[src/rtl/sc_rx_pkg.sv]
package sc_rx_pkg;
    typedef enum logic [2:0] {
        ST_IDLE,
        ST_START,
        ST_DATA,
        ST_PARITY,
        ST_GUARD,
        ST_ERRSIG
    } rx_state_e;
endpackage

[src/rtl/sc_rx_etu_timer.sv]
module sc_rx_etu_timer #(
    parameter int CNT_W = 12
) (
    input  logic             clk,
    input  logic             rst_n,
    input  logic             load,
    input  logic [CNT_W-1:0] load_val,
    output logic             tick
);
    logic [CNT_W-1:0] cnt_q;

    always_ff @(posedge clk or negedge rst_n) begin
        if (!rst_n) begin
            cnt_q <= '0;
        end else if (load) begin
            cnt_q <= load_val;
        end else if (cnt_q != '0) begin
            cnt_q <= cnt_q - 1'b1;
        end
    end

    assign tick = (cnt_q == '0);
endmodule

[src/rtl/sc_rx_frame_fsm.sv]
module sc_rx_frame_fsm
    import sc_rx_pkg::*;
#(
    parameter int DIV_W  = 12,
    parameter int DATA_W = 8
) (
    input  logic              clk,
    input  logic              rst_n,
    input  logic              line_s,
    input  logic [DIV_W-1:0]  etu_cycles,
    input  logic              tick,
    output logic              tmr_load,
    output logic [DIV_W-1:0]  tmr_val,
    output logic              frame_done,
    output logic              frame_ok,
    output logic [DATA_W-1:0] frame_byte,
    output logic              pull_low
);
    localparam int IDX_W = (DATA_W > 1) ? $clog2(DATA_W) : 1;
    localparam logic [IDX_W-1:0] LAST_IDX = IDX_W'(DATA_W - 1);

    rx_state_e         state_q, state_d;
    logic [IDX_W-1:0]  idx_q;
    logic [DATA_W-1:0] shift_q;
    logic              bad_q;
    logic [DIV_W-1:0]  full_m1;
    logic [DIV_W-1:0]  half_m1;

    assign full_m1 = etu_cycles - 1'b1;
    assign half_m1 = (etu_cycles >> 1) - 1'b1;

    // state register
    always_ff @(posedge clk or negedge rst_n) begin
        if (!rst_n) state_q <= ST_IDLE;
        else        state_q <= state_d;
    end

    // next state
    always_comb begin
        state_d = state_q;
        unique case (state_q)
            ST_IDLE:   if (!line_s) state_d = ST_START;
            ST_START:  if (tick) state_d = line_s ? ST_IDLE : ST_DATA;
            ST_DATA:   if (tick && idx_q == LAST_IDX) state_d = ST_PARITY;
            ST_PARITY: if (tick) state_d = ST_GUARD;
            ST_GUARD:  if (tick) state_d = bad_q ? ST_ERRSIG : ST_IDLE;
            ST_ERRSIG: if (tick) state_d = ST_IDLE;
            default:   state_d = ST_IDLE;
        endcase
    end

    // datapath registers
    always_ff @(posedge clk or negedge rst_n) begin
        if (!rst_n) begin
            idx_q   <= '0;
            shift_q <= '0;
            bad_q   <= 1'b0;
        end else begin
            if (state_q == ST_START && tick) begin
                idx_q <= '0;
            end
            if (state_q == ST_DATA && tick) begin
                shift_q <= {line_s, shift_q[DATA_W-1:1]};
                idx_q   <= idx_q + 1'b1;
            end
            if (state_q == ST_PARITY && tick) begin
                bad_q <= ^{shift_q, line_s};
            end
        end
    end

    // outputs
    always_comb begin
        tmr_load   = 1'b0;
        tmr_val    = full_m1;
        frame_done = 1'b0;
        pull_low   = 1'b0;
        unique case (state_q)
            ST_IDLE: begin
                if (!line_s) begin
                    tmr_load = 1'b1;
                    tmr_val  = half_m1;
                end
            end
            ST_START:  tmr_load = tick && !line_s;
            ST_DATA:   tmr_load = tick;
            ST_PARITY: begin
                tmr_load   = tick;
                frame_done = tick;
            end
            ST_GUARD:  tmr_load = tick && bad_q;
            ST_ERRSIG: pull_low = 1'b1;
            default:   tmr_load = 1'b0;
        endcase
    end

    assign frame_ok   = ~(^{shift_q, line_s});
    assign frame_byte = shift_q;
endmodule

[src/rtl/sc_rx_status.sv]
module sc_rx_status #(
    parameter int DATA_W = 8
) (
    input  logic              clk,
    input  logic              rst_n,
    input  logic              frame_done,
    input  logic              frame_ok,
    input  logic [DATA_W-1:0] frame_byte,
    input  logic              rd_ack,
    input  logic              perr_clr,
    input  logic              ovr_clr,
    input  logic              irq_en,
    output logic [DATA_W-1:0] rd_data,
    output logic              rx_full,
    output logic              par_err,
    output logic              overrun,
    output logic              rx_irq,
    output logic              err_irq
);
    logic still_full;
    logic good_done;
    logic bad_done;

    assign still_full = rx_full & ~rd_ack;
    assign good_done  = frame_done & frame_ok;
    assign bad_done   = frame_done & ~frame_ok;

    always_ff @(posedge clk or negedge rst_n) begin
        if (!rst_n) begin
            rd_data <= '0;
            rx_full <= 1'b0;
            par_err <= 1'b0;
            overrun <= 1'b0;
        end else begin
            if (frame_done && !still_full) rd_data <= frame_byte;
            rx_full <= still_full | good_done;
            par_err <= bad_done | (par_err & ~perr_clr);
            overrun <= (good_done & still_full) | (overrun & ~ovr_clr);
        end
    end

    assign rx_irq  = irq_en & rx_full;
    assign err_irq = irq_en & (par_err | overrun);
endmodule

[src/rtl/sc_char_rx.sv]
module sc_char_rx #(
    parameter int DIV_W       = 12,
    parameter int DATA_W      = 8,
    parameter int SYNC_STAGES = 2
) (
    input  logic              clk,
    input  logic              rst_n,
    input  logic [DIV_W-1:0]  etu_cycles,
    input  logic              line_in,
    output logic              line_pull_low,
    input  logic              irq_en,
    input  logic              rd_ack,
    input  logic              perr_clr,
    input  logic              ovr_clr,
    output logic [DATA_W-1:0] rd_data,
    output logic              rx_full,
    output logic              par_err,
    output logic              overrun,
    output logic              rx_irq,
    output logic              err_irq
);
    logic [SYNC_STAGES-1:0] sync_q;
    logic                   line_s;
    logic                   tick;
    logic                   tmr_load;
    logic [DIV_W-1:0]       tmr_val;
    logic                   frame_done;
    logic                   frame_ok;
    logic [DATA_W-1:0]      frame_byte;

    always_ff @(posedge clk or negedge rst_n) begin
        if (!rst_n) sync_q <= '1;
        else        sync_q <= {sync_q[SYNC_STAGES-2:0], line_in};
    end
    assign line_s = sync_q[SYNC_STAGES-1];

    sc_rx_etu_timer #(.CNT_W(DIV_W)) u_timer (
        .clk      (clk),
        .rst_n    (rst_n),
        .load     (tmr_load),
        .load_val (tmr_val),
        .tick     (tick)
    );

    sc_rx_frame_fsm #(.DIV_W(DIV_W), .DATA_W(DATA_W)) u_fsm (
        .clk        (clk),
        .rst_n      (rst_n),
        .line_s     (line_s),
        .etu_cycles (etu_cycles),
        .tick       (tick),
        .tmr_load   (tmr_load),
        .tmr_val    (tmr_val),
        .frame_done (frame_done),
        .frame_ok   (frame_ok),
        .frame_byte (frame_byte),
        .pull_low   (line_pull_low)
    );

    sc_rx_status #(.DATA_W(DATA_W)) u_status (
        .clk        (clk),
        .rst_n      (rst_n),
        .frame_done (frame_done),
        .frame_ok   (frame_ok),
        .frame_byte (frame_byte),
        .rd_ack     (rd_ack),
        .perr_clr   (perr_clr),
        .ovr_clr    (ovr_clr),
        .irq_en     (irq_en),
        .rd_data    (rd_data),
        .rx_full    (rx_full),
        .par_err    (par_err),
        .overrun    (overrun),
        .rx_irq     (rx_irq),
        .err_irq    (err_irq)
    );
endmodule

[config.mk]
export PLATFORM = sky130hd
export DESIGN_NAME = sc_char_rx
export DESIGN_NICKNAME = d
export VERILOG_FILES = /design/src/rtl/sc_rx_pkg.sv /design/src/rtl/sc_rx_etu_timer.sv /design/src/rtl/sc_rx_frame_fsm.sv /design/src/rtl/sc_rx_status.sv /design/src/rtl/sc_char_rx.sv
export SDC_FILE = /design/constraint.sdc
export NUM_CORES = 1
export LEC_CHECK = 0
export ABC_AREA = 1
export BUFFER_PORTS_ARGS = -buffer_cell sky130_fd_sc_hd__buf_2
export CORE_ASPECT_RATIO = 2
export CORE_MARGIN = 4
export CORE_UTILIZATION = 45
export DETAILED_ROUTE_END_ITERATION = 16
export GPL_TIMING_DRIVEN = 0
export PLACE_DENSITY = 0.76
export SYNTH_ARGS = -nofsm -noshare
export SYNTH_HDL_FRONTEND = slang
export SYNTH_SLANG_ARGS = --single-unit
[constraint.sdc]
create_clock -name clk -period 3.4 [get_ports clk]
set_input_delay 0.17 -clock clk [delete_from_list [all_inputs] [get_ports clk]]
set_output_delay 0.17 -clock clk [all_outputs]
set_load 0.05 [all_outputs]
==> impl_metrics.env, run 1 <==
export IMPL_status="finished, violations left"
export IMPL_violations="negative hold slack"
export IMPL_grt_pass1_wl_um=11370
export IMPL_cts_tree="done"
export IMPL_fillers=617
export IMPL_ys_seq_elements=40
export IMPL_cp_arrival_ns=2.04
export IMPL_rr_startpoint="u_timer.cnt_q[0]"
export IMPL_worstPathBufferInverterCount=3
export IMPL_async_flop_share_pct=100.0
export IMPL_grt_usage_pct=18.89
export IMPL_p_comb_share_pct=37.5
export IMPL_yosysWarnings=0
export IMPL_path_delay_family="simple AND/OR/NAND/NOR gates"
export IMPL_cpMostUsedCell="nand2_1"
export IMPL_fp_coreArea_um2=6006
export IMPL_fin_crit_ns=1.860
export IMPL_hp_class="input port to asynchronous set/reset pin"
export IMPL_regArea_um2=1003
export IMPL_drt_iter0_drc=81
export IMPL_final_area_um2=3207
export IMPL_grt_max_degree=41
export IMPL_critical_path_class="flip-flop to flip-flop"
export IMPL_rrSetupSlack_ns=1.54
export IMPL_startpoint="u_timer.cnt_q[0]"
export IMPL_synth_distinct_cells=35
export IMPL_skew_ns=0.003614
export IMPL_crit_cells=12
export IMPL_cp_max_fo=10
export IMPL_power_w=0.001946
export IMPL_tns_ns=0
export IMPL_drt_first_pass_iters=4
export IMPL_grt_pass1_vias=2690
export IMPL_p_switching_w=0.0007569
export IMPL_insertion_delay_ns=0.29
export IMPL_setup_worst_path_end="u_timer.cnt_q[8]"
export IMPL_crit_slowest_cell="dfrtp_1"
export IMPL_placementRows=40
export IMPL_cts_buffers=5
export IMPL_post_cts_buffers=0
export IMPL_viasPerCell=5.271
export IMPL_clk_pin_slew_worst_paths_ns=0.06
export IMPL_maxCapViolations=0
export IMPL_max_stage_delay_ns=0.39
export IMPL_vdd_drop_max_mv=0.2898
export IMPL_synth_ff_type="dfrtp_1"
export IMPL_h_tree_depth=2
export IMPL_detailed_place_hpwl_um=5103
export IMPL_io_pins=33
export IMPL_timing_final_max_slew_violations=0
export IMPL_power_share_switching_pct=38.89
export IMPL_routedWlPerCell_um=12.93
export IMPL_vias=2609
export IMPL_setup_viol=0
export IMPL_yosysSeqAreaShare_pct=35.96
export IMPL_synth_avg_cell_area_um2=7.118
export IMPL_final_common_cell="nand2_1"
export IMPL_crit_path_end_kind="flip-flop"
export IMPL_crit_path_start_kind="flip-flop"
export IMPL_place_congestion=0.8786
export IMPL_remaining_drc_errors=0
export IMPL_p_clk_share_pct=28.1
export IMPL_fin_hold_ws_ns=-0.003553
export IMPL_cts_buffer_depth=2
export IMPL_most_common_layout_cells="110 x nand2_1, 48 x inv_1, 39 x nor2_1, 38 x dfrtp_1, 36 x nand3_1"
export IMPL_antenna_found_initial=0
export IMPL_die_h_um=119.4
export IMPL_synth_fp_nets=418
export IMPL_synth_edf_count=0
export IMPL_start_util_pct=46.46
export IMPL_clock_sinks=40
export IMPL_rr_worst_depth=12
export IMPL_max_freq_ghz=0.5376
export IMPL_insertedDiodeCount=0
export IMPL_synth_area_um2=2790
export IMPL_worst_slew_pin_slew_ns=0.8625
export IMPL_hold_viol=5
export IMPL_drive_gt1_share_pct=20.37
export IMPL_antenna_left=0
export IMPL_intPower_w=0.001189
export IMPL_fp_dieW_um=63.68
export IMPL_static_leakage_power_nw=1.659
export IMPL_portBuffers=31
export IMPL_slew_headroom_pct=42.50
export IMPL_root_buffer="clkbuf_16"
export IMPL_area_growth_pct=14.93
export IMPL_drt_wl_total_um=6398
export IMPL_netlist_instances=392
export IMPL_worstPathCellList="inv_1 > ha_1 > nand2_1 > nor2_1 > nand2_1 > nor2_4 > nand2_2 > nand2_4 > buf_6 > nand3_2 > nand2_1 > inv_1"
export IMPL_multiInputGateArea_um2=1510
export IMPL_layout_nets=457
export IMPL_die_area_um2=7601
export IMPL_seqPwrFrac_pct=34.4
export IMPL_rsz0062_at_grt="no"
export IMPL_min_period_over_period_pct=54.71
export IMPL_grt_overflow=0
export IMPL_powerDensity_nw_per_um2=606.9
export IMPL_r2r_end="u_timer.cnt_q[8]"
export IMPL_place_area_um2=3024
export IMPL_cp_required_ns=3.58
worst min-delay path by stage:
stage / endpoint / start / cells past startpoint
floorplan: u_fsm.bad_q / rst_n / 0
global placement: sync_q[0] / line_in / 1
detailed placement: sync_q[0] / line_in / 1
CTS: u_fsm.frame_byte[3] / rst_n / 1
global route: u_status.par_err / perr_clr / 2
finish: u_status.rd_data[4] / rst_n / 1
cells in the mapped netlist (all sizes together), types with 2 or more instances:
| cell type | count | share of area [%] |
|---|---|---|
| buf | 5 | 1.9 |
| ha | 7 | 3.1 |
| nand3 | 38 | 7.2 |
| inv | 58 | 7.9 |
| o21ai | 38 | 8.0 |
| nand4 | 4 | 0.90 |
| xor2 | 11 | 3.5 |
| o211ai | 3 | 0.81 |
| nor2 | 47 | 7.4 |
| dfstp | 2 | 1.9 |
| a21oi | 9 | 2.2 |
| nor3 | 6 | 1.7 |
| dfrtp | 38 | 34 |
| xnor2 | 2 | 0.63 |
| nand2 | 117 | 17 |
per-layer routing:
metal  part of all wire (%)  vias up  global-route usage (%)
li1                       -     1319                       -
met1                     33     1172                   17.38
met2                     55       82                   34.38
met3                    4.4       36                   2.830
met4                    7.9        0                   16.78
met5                      0        -                       0
kinds of logic after synthesis:
kind of cell    share of synthesized area, %
xor+xnor                               4.081
flops                                  35.96
fa+ha+maj                              3.139
mux                                   0.3588
buf+inv                                9.910
simple gates                           34.71
compound gates                         11.84
power by group through the flow:
stage / combinational (W) / sequential [W] / clock [W]
3_5_place_dp: 0.000724 / 0.000676 / 0
5_1_grt: 0.000847 / 0.000683 / 0.000583
4_1_cts: 0.000732 / 0.000667 / 0.000558
6_report: 0.000729 / 0.000670 / 0.000547
2_1_floorplan: 0.000578 / 0.000654 / 0
3_3_place_gp: 0.000708 / 0.000672 / 0
flip-flops by register name, summed over array words and instances (netlist names):
| signal | cells |
|---|---|
| u_status.rd_data | 8 |
| u_fsm.state_q | 3 |
| u_fsm.bad_q | 1 |
| sync_q | 2 |
| u_status.rx_full | 1 |
| u_fsm.frame_byte | 8 |
| u_status.par_err | 1 |
| u_status.overrun | 1 |
| u_timer.cnt_q | 12 |
| u_fsm.idx_q | 3 |
through the flow:
| stage | cells | setup WS (ns) | util, % |
|---|---|---|---|
| after global routing | 495 | 1.342 | 53.40 |
| after CTS | 495 | 1.541 | 53.40 |
| after global placement | 486 | 1.619 | 50.35 |
| final | 495 | 1.540 | 53.40 |
| after floorplan | 392 | 1.854 | - |
| after detailed placement | 486 | 1.558 | 50.35 |
worst register-to-register path, cell delays in order, from the launching register on:
cell and delay (ns):
dfrtp_1 0.39, inv_1 0.10, ha_1 0.18, nand2_1 0.07, nor2_1 0.14, nand2_1 0.13
nor2_4 0.22, nand2_2 0.11, nand2_4 0.10, buf_6 0.15, nand3_2 0.08, nand2_1 0.06
inv_1 0.04
layout make-up:
class,instances,area share (%)
multi-input combinational,288,47.09
tap,63,2.458
inverter,58,6.867
clock inverter,3,1.483
sequential,40,31.29
clock buffer,5,3.902
timing repair buffer,32,5.150
buffer,6,1.756
repair_timing:
action / 4_1_cts / 5_1_grt
resized for setup: 0 / 0
hold endpoints to repair: 1 / 0
hold buffers: 1 / 0
Note: power is estimated with default switching activity, not from simulation.
==> inputs of run 2 (changes only) <==
--- a/config.mk
+++ b/config.mk
@@ -12,7 +12,7 @@
 export CORE_UTILIZATION = 45
 export DETAILED_ROUTE_END_ITERATION = 16
 export GPL_TIMING_DRIVEN = 0
-export PLACE_DENSITY = 0.76
+export PLACE_DENSITY = 0.79
 export SYNTH_ARGS = -nofsm -noshare
 export SYNTH_HDL_FRONTEND = slang
 export SYNTH_SLANG_ARGS = --single-unit
==> constraint.sdc (replaced) <==
create_clock -name clk -period 1.7 [get_ports clk]
set_input_delay 0.085 -clock clk [delete_from_list [all_inputs] [get_ports clk]]
set_output_delay 0.085 -clock clk [all_outputs]
set_load 0.05 [all_outputs]
==> run 2 against run 1 <==
The flow now finishes without violations. Cell area increased by 6.0%. Combinational power is 150% higher. Via count rose by 1.6%. Sequential cell count did not move. Non-clock buffer count up 13. Count of clock-buffer cells in the layout is 2 higher. Worst setup slack worse by 1.5 ns. Critical path depth down 2. Sequential share of layout area decreased by 1.8 points. Cell count grew 2.6%. Largest cell class unchanged. Largest power group unchanged.
==> impl_metrics.env, run 2 (synthesis gave the netlist of run 1 again) <==
export IMPL_status="finished clean"
export IMPL_vias=2650
export IMPL_layout_nets=470
export IMPL_fin_hold_ws_ns=0.03289
export IMPL_worstPathCellList="inv_2 > ha_4 > nand2_1 > nor2_2 > nand2_4 > nor2_4 > nand2_4 > buf_6 > nand2_1 > o21ai_2"
export IMPL_drt_iter0_drc=110
export IMPL_cp_max_fo=10
export IMPL_startpoint="u_timer.cnt_q[0]"
export IMPL_top_usage_layer="met2"
export IMPL_critical_path_class="flip-flop to flip-flop"
export IMPL_hp_class="input port to flip-flop"
export IMPL_place_congestion=0.8734
export IMPL_antenna_left=0
export IMPL_path_delay_family="simple AND/OR/NAND/NOR gates"
export IMPL_clk_pin_slew_worst_paths_ns=0.06
export IMPL_grt_pass1_wl_um=11150
export IMPL_skew_ns=0.002322
export IMPL_grt_overflow=0
export IMPL_crit_path_end_kind="flip-flop"
export IMPL_cp_arrival_ns=1.86
export IMPL_grt_usage_pct=18.67
export IMPL_fp_dieW_um=63.68
export IMPL_area_growth_pct=21.79
export IMPL_cp_required_ns=1.88
export IMPL_antenna_found_initial=0
export IMPL_h_tree_depth=2
export IMPL_slew_headroom_pct=40.87
export IMPL_fp_coreArea_um2=6006
export IMPL_placedCellCount=486
export IMPL_detailed_place_hpwl_um=4957
export IMPL_powerDensity_nw_per_um2=1203
export IMPL_root_buffer="clkbuf_16"
export IMPL_viasPerCell=5.217
export IMPL_insertion_delay_ns=0.28
export IMPL_cts_tree="done"
export IMPL_grt_pass1_vias=2649
export IMPL_most_common_layout_cells="106 x nand2_1, 45 x inv_1, 38 x dfrtp_1, 37 x nor2_1, 34 x nand3_1"
export IMPL_clock_sinks=40
export IMPL_post_place_ws_ns=-0.1056
export IMPL_placementRows=40
export IMPL_rsz0062_at_grt="yes"
export IMPL_gr_usage_met3_pct=3.208
export IMPL_static_leakage_power_nw=1.742
export IMPL_max_stage_delay_ns=0.38
export IMPL_worst_slew_pin_slew_ns=0.8870
export IMPL_fin_cells=508
export IMPL_die_area_um2=7601
export IMPL_largest_reg_flops=12
export IMPL_final_util_pct=56.58
export IMPL_vdd_drop_max_mv=0.7216
export IMPL_rr_startpoint="u_timer.cnt_q[0]"
export IMPL_setup_ws_ns=0.01295
export IMPL_power_w=0.004088
export IMPL_fin_crit_ns=1.687
export IMPL_largest_register="u_timer.cnt_q"
export IMPL_min_period_over_period_pct=99.24
export IMPL_die_h_um=119.4
export IMPL_final_common_cell="nand2_1"
export IMPL_crit_path_start_kind="flip-flop"
export IMPL_portBuffers=31
export IMPL_drive_gt1_share_pct=24.72
export IMPL_setup_viol=0
export IMPL_cts_buffers=5
export IMPL_io_pins=33
export IMPL_maxCapViolations=0
export IMPL_drt_first_pass_iters=4
export IMPL_hold_viol=0
export IMPL_timing_final_max_slew_violations=0
export IMPL_remaining_drc_errors=0
export IMPL_drt_wl_total_um=6699
export IMPL_worstPathBufferInverterCount=2
export IMPL_start_util_pct=46.46
export IMPL_grt_use_met2_pct=35.30
export IMPL_insertedDiodeCount=0
export IMPL_cts_buffer_depth=2
export IMPL_met1_usage_pct=17.26
export IMPL_worstHoldStart="ovr_clr"
export IMPL_crit_slowest_cell="dfrtp_1"
export IMPL_grt_max_degree=41
export IMPL_max_freq_ghz=0.5928
export IMPL_routedWlPerCell_um=13.19
export IMPL_fillers=566
-- run 2: tightest hold or removal path, cell delays in order --
cell and delay, ns:
buf_2 0.08, inv_1 0.03, nand2_1 0.04, nand2_1 0.04
-- run 2: worst paths after layout --
kind | to | slack, ns | cells after the start
max in group asynchronous | u_fsm.state_q[2] | 0.68 | 2
min in group asynchronous | u_fsm.frame_byte[2] | 0.47 | 2
max | u_status.rd_data[7] | 0.01 | 10
max reg2reg | u_status.rd_data[7] | 0.01 | 10
min | u_status.overrun | 0.03 | 4
min reg2reg | sync_q[1] | 0.36 | 0
-- run 2: per-stage QoR --
| stage | TNS (ns) | area [um^2] |
|---|---|---|
| after floorplan | 0 | 2790 |
| after global placement | -0.3281 | 3024 |
| after detailed placement | -0.7238 | 3024 |
| after CTS | 0 | 3308 |
| after global routing | -0.1452 | 3398 |
| final | 0 | 3398 |
-- run 2: area by class of cell --
cell class / instances / area [um^2] / share of cell area [%]
clock buffers: 7 / 142.6 / 4.197
plain buffers: 6 / 60.06 / 1.767
well taps: 63 / 78.83 / 2.320
repair buffers: 45 / 312.8 / 9.205
multi-input cells: 288 / 1570 / 46.21
flip-flops and latches: 40 / 1003 / 29.53
clock inverters: 1 / 7.507 / 0.2209
inverters: 58 / 222.7 / 6.554
-- run 2: timing repair --
| item | CTS | global route |
|---|---|---|
| endpoints found under the setup margin | 22 | 29 |
| cloned | 1 | 1 |
| hold endpoints to repair | 40 | 0 |
| setup buffers | 7 | 3 |
| hold buffers | 3 | 0 |
| pin swaps | 7 | 13 |
| gates resized for setup | 10 | 14 |
-- run 2: power by group --
| part | internal [W] | leakage (nW) | switching (W) |
|---|---|---|---|
| clock | 0.000584 | 0.0701 | 0.000376 |
| combinational | 0.000741 | 1.15 | 0.00105 |
| sequential | 0.00114 | 0.521 | 0.000197 |
-- run 2: per-layer routing --
metal	share of wire (%)	up-vias
li1	-	1350
met1	34	1189
met2	56	81
met3	4.1	30
met4	5.9	0
met5	0	-
==> inputs of run 3 (changes only) <==
--- a/config.mk
+++ b/config.mk
@@ -5,7 +5,6 @@
 export SDC_FILE = /design/constraint.sdc
 export NUM_CORES = 1
 export LEC_CHECK = 0
-export ABC_AREA = 1
 export BUFFER_PORTS_ARGS = -buffer_cell sky130_fd_sc_hd__buf_2
 export CORE_ASPECT_RATIO = 2
 export CORE_MARGIN = 4
==> run 3 against run 2 <==
The flow now finishes with violations (negative setup slack). Die area shrank 5.8%. Cell area increased by 7.4%. Highest routed layer unchanged. Clock power fell by 3.6%. Sequential cell count is the same. Hold slack better by 0.027 ns. Critical path depth shrank 3. First-iteration DRC count is 37% lower. Core utilization is 7.9 points higher. Sequential share of layout area shrank 2.0 points. Combinational power decreased by 26%.
==> impl_metrics.env, run 3 <==
export IMPL_fp_dieW_um=61.88
export IMPL_h_tree_depth=2
export IMPL_drt_wl_total_um=7007
export IMPL_post_place_ws_ns=-0.5563
export IMPL_antenna_found_initial=0
export IMPL_fin_crit_ns=2.107
export IMPL_routedWlPerCell_um=17.74
export IMPL_clk_pin_slew_worst_paths_ns=0.05
export IMPL_drt_first_pass_iters=4
export IMPL_drive_gt1_share_pct=41.02
export IMPL_synth_area_top_cells="dfrtp_1 36%, mux2_2 4.7%, xnor2_1 4.7%, mux2_4 4.0%, mux2i_1 3.8%"
export IMPL_clock_sinks=40
export IMPL_final_util_pct=64.46
export IMPL_root_buffer="clkbuf_16"
export IMPL_placementRows=39
export IMPL_yosysSeqAreaShare_pct=38.41
export IMPL_slew_headroom_pct=41.61
export IMPL_synth_area_leader_cell="dfrtp_1"
export IMPL_grt_pass1_vias=2358
export IMPL_cts_buffer_depth=2
export IMPL_worst_slew_pin_slew_ns=0.8758
export IMPL_detailed_place_hpwl_um=4491
export IMPL_rsz0062_at_grt="yes"
export IMPL_insertion_delay_ns=0.28
export IMPL_crit_path_end_kind="flip-flop"
export IMPL_largest_reg_flops=12
export IMPL_synth_avg_cell_area_um2=9.712
export IMPL_cts_buffers=5
export IMPL_yosysWarnings=0
export IMPL_maxCapViolations=0
export IMPL_static_leakage_power_nw=1.640
export IMPL_place_congestion=0.8889
export IMPL_portBuffers=26
export IMPL_io_pins=33
export IMPL_ys_top_cells_by_count="38 x dfrtp_1, 20 x nand2_1, 16 x nor2_1, 14 x a21oi_1, 14 x xnor2_1"
export IMPL_cp_required_ns=1.86
export IMPL_async_flop_share_pct=100.0
export IMPL_synth_top_area_share_pct=36.40
export IMPL_ys_seq_elements=40
export IMPL_critical_path_class="flip-flop to flip-flop"
export IMPL_die_h_um=115.8
export IMPL_synth_ff_type="dfrtp_1"
export IMPL_cts_tree="done"
export IMPL_final_area_um2=3649
export IMPL_synth_most_common_cell="dfrtp_1"
export IMPL_crit_path_start_kind="flip-flop"
export IMPL_vdd_drop_max_mv=0.8707
export IMPL_hold_viol=0
export IMPL_skew_ns=0.004954
export IMPL_cp_max_fo=5
export IMPL_setup_viol=36
export IMPL_grt_overflow=0
export IMPL_violations="negative setup slack"
export IMPL_synth_fp_nets=295
export IMPL_final_common_cell="dfrtp_1"
export IMPL_vias=2341
export IMPL_setup_ws_ns=-0.4066
export IMPL_grt_max_degree=41
export IMPL_synth_area_um2=2613
export IMPL_remaining_drc_errors=0
export IMPL_powerDensity_nw_per_um2=1007
export IMPL_die_area_um2=7162
export IMPL_layout_nets=359
export IMPL_fp_coreArea_um2=5660
export IMPL_netlist_instances=269
export IMPL_max_freq_ghz=0.4747
export IMPL_viasPerCell=5.927
export IMPL_insertedDiodeCount=0
export IMPL_hp_class="input port to flip-flop"
export IMPL_status="finished, violations left"
export IMPL_area_growth_pct=39.66
export IMPL_antenna_left=0
export IMPL_grt_usage_pct=19.84
export IMPL_grt_pass1_wl_um=10610
export IMPL_timing_final_max_slew_violations=0
export IMPL_synth_edf_count=0
export IMPL_cp_arrival_ns=2.27
export IMPL_place_area_um2=2889
export IMPL_most_common_layout_cells="36 x dfrtp_1, 25 x buf_2, 19 x nand2_1, 17 x mux2_4, 16 x buf_6"
export IMPL_largest_register="u_timer.cnt_q"
export IMPL_synth_distinct_cells=56
export IMPL_drt_iter0_drc=69
export IMPL_min_period_over_period_pct=123.9
export IMPL_start_util_pct=46.15
-- run 3: changes by cell type after synthesis, sizes merged, moves of 9 or more --
cell,delta
o21ai,-27
inv,-49
nand2,-97
nor2,-30
xnor2,+12
clkbuf,+12
mux2,+18
mux2i,+9
nand3,-29
-- run 3: layer usage --
| layer | track usage (%) | vias up | share of wire [%] |
|---|---|---|---|
| met1 | 19.17 | 1128 | 35 |
| li1 | - | 1116 | - |
| met3 | 2.899 | 29 | 2.7 |
| met4 | 14.02 | 0 | 4.5 |
| met5 | 0 | - | 0 |
| met2 | 35.76 | 68 | 58 |
-- run 3: through the flow --
| stage | setup TNS, ns | power (W) | instances | hold slack (ns) |
|---|---|---|---|---|
| floorplan | -5.434 | 0.001995 | 269 | -0.2106 |
| global placement | -12.47 | 0.002184 | 356 | 0.1893 |
| detailed placement | -13.16 | 0.002229 | 356 | 0.1962 |
| CTS | -8.775 | 0.003466 | 389 | 0.05917 |
| global route | -12.74 | 0.003839 | 395 | 0.06652 |
| finish | -10.18 | 0.003675 | 395 | 0.06012 |
-- run 3: layout make-up --
cell class,count,area [um^2]
fill,425,2012
multi-input combinational,203,1798
sequential,40,1006
timing repair buffer,58,452.9
clock buffer,8,146.4
buffer,16,135.1
tap,61,76.32
inverter,9,33.78
-- run 3: path summary, 6_finish.rpt --
path / slack (ns) / startpoint / cells past startpoint / end
setup / recovery: -0.41 / u_timer.cnt_q[1] / 7 / u_fsm.frame_byte[0]
hold / removal: 0.06 / etu_cycles[1] / 2 / u_timer.cnt_q[0]
setup reg to reg: -0.41 / u_timer.cnt_q[1] / 7 / u_fsm.frame_byte[0]
hold reg to reg: 0.36 / sync_q[0] / 0 / sync_q[1]
max in group asynchronous: 0.64 / rst_n / 2 / u_fsm.state_q[0]
min in group asynchronous: 0.47 / rst_n / 2 / u_fsm.idx_q[2]
-- run 3: critical path: stages (launching register included) --
cell     delay, ns
dfrtp_1       0.40
inv_2         0.10
ha_4          0.14
nor4b_4       0.24
nand3_2       0.14
or4b_4        0.52
buf_6         0.16
mux2_4        0.29
-- run 3: repair_timing --
item | CTS | global route
buffers inserted | 19 | 7
resized for setup | 45 | 43
hold buffers | 4 | 0
hold endpoints to repair | 41 | 0
pin swaps | 8 | 23
endpoints found under the setup margin | 37 | 38
gates cloned | 2 | 1
-- run 3: cells by family after synthesis --
logic type | synth area share [%]
AO/OA/AOI/OAI | 14.66
flip-flops | 38.41
buffers and inverters | 4.214
adder cells (fa/ha/maj) | 3.352
AND/OR/NAND/NOR | 19.54
XOR/XNOR | 7.232
multiplexers | 12.60
-- run 3: where the power goes --
| part | internal, W | switching (W) |
|---|---|---|
| logic | 0.000688 | 0.000645 |
| clock network | 0.000584 | 0.000341 |
| registers | 0.00112 | 0.000298 |
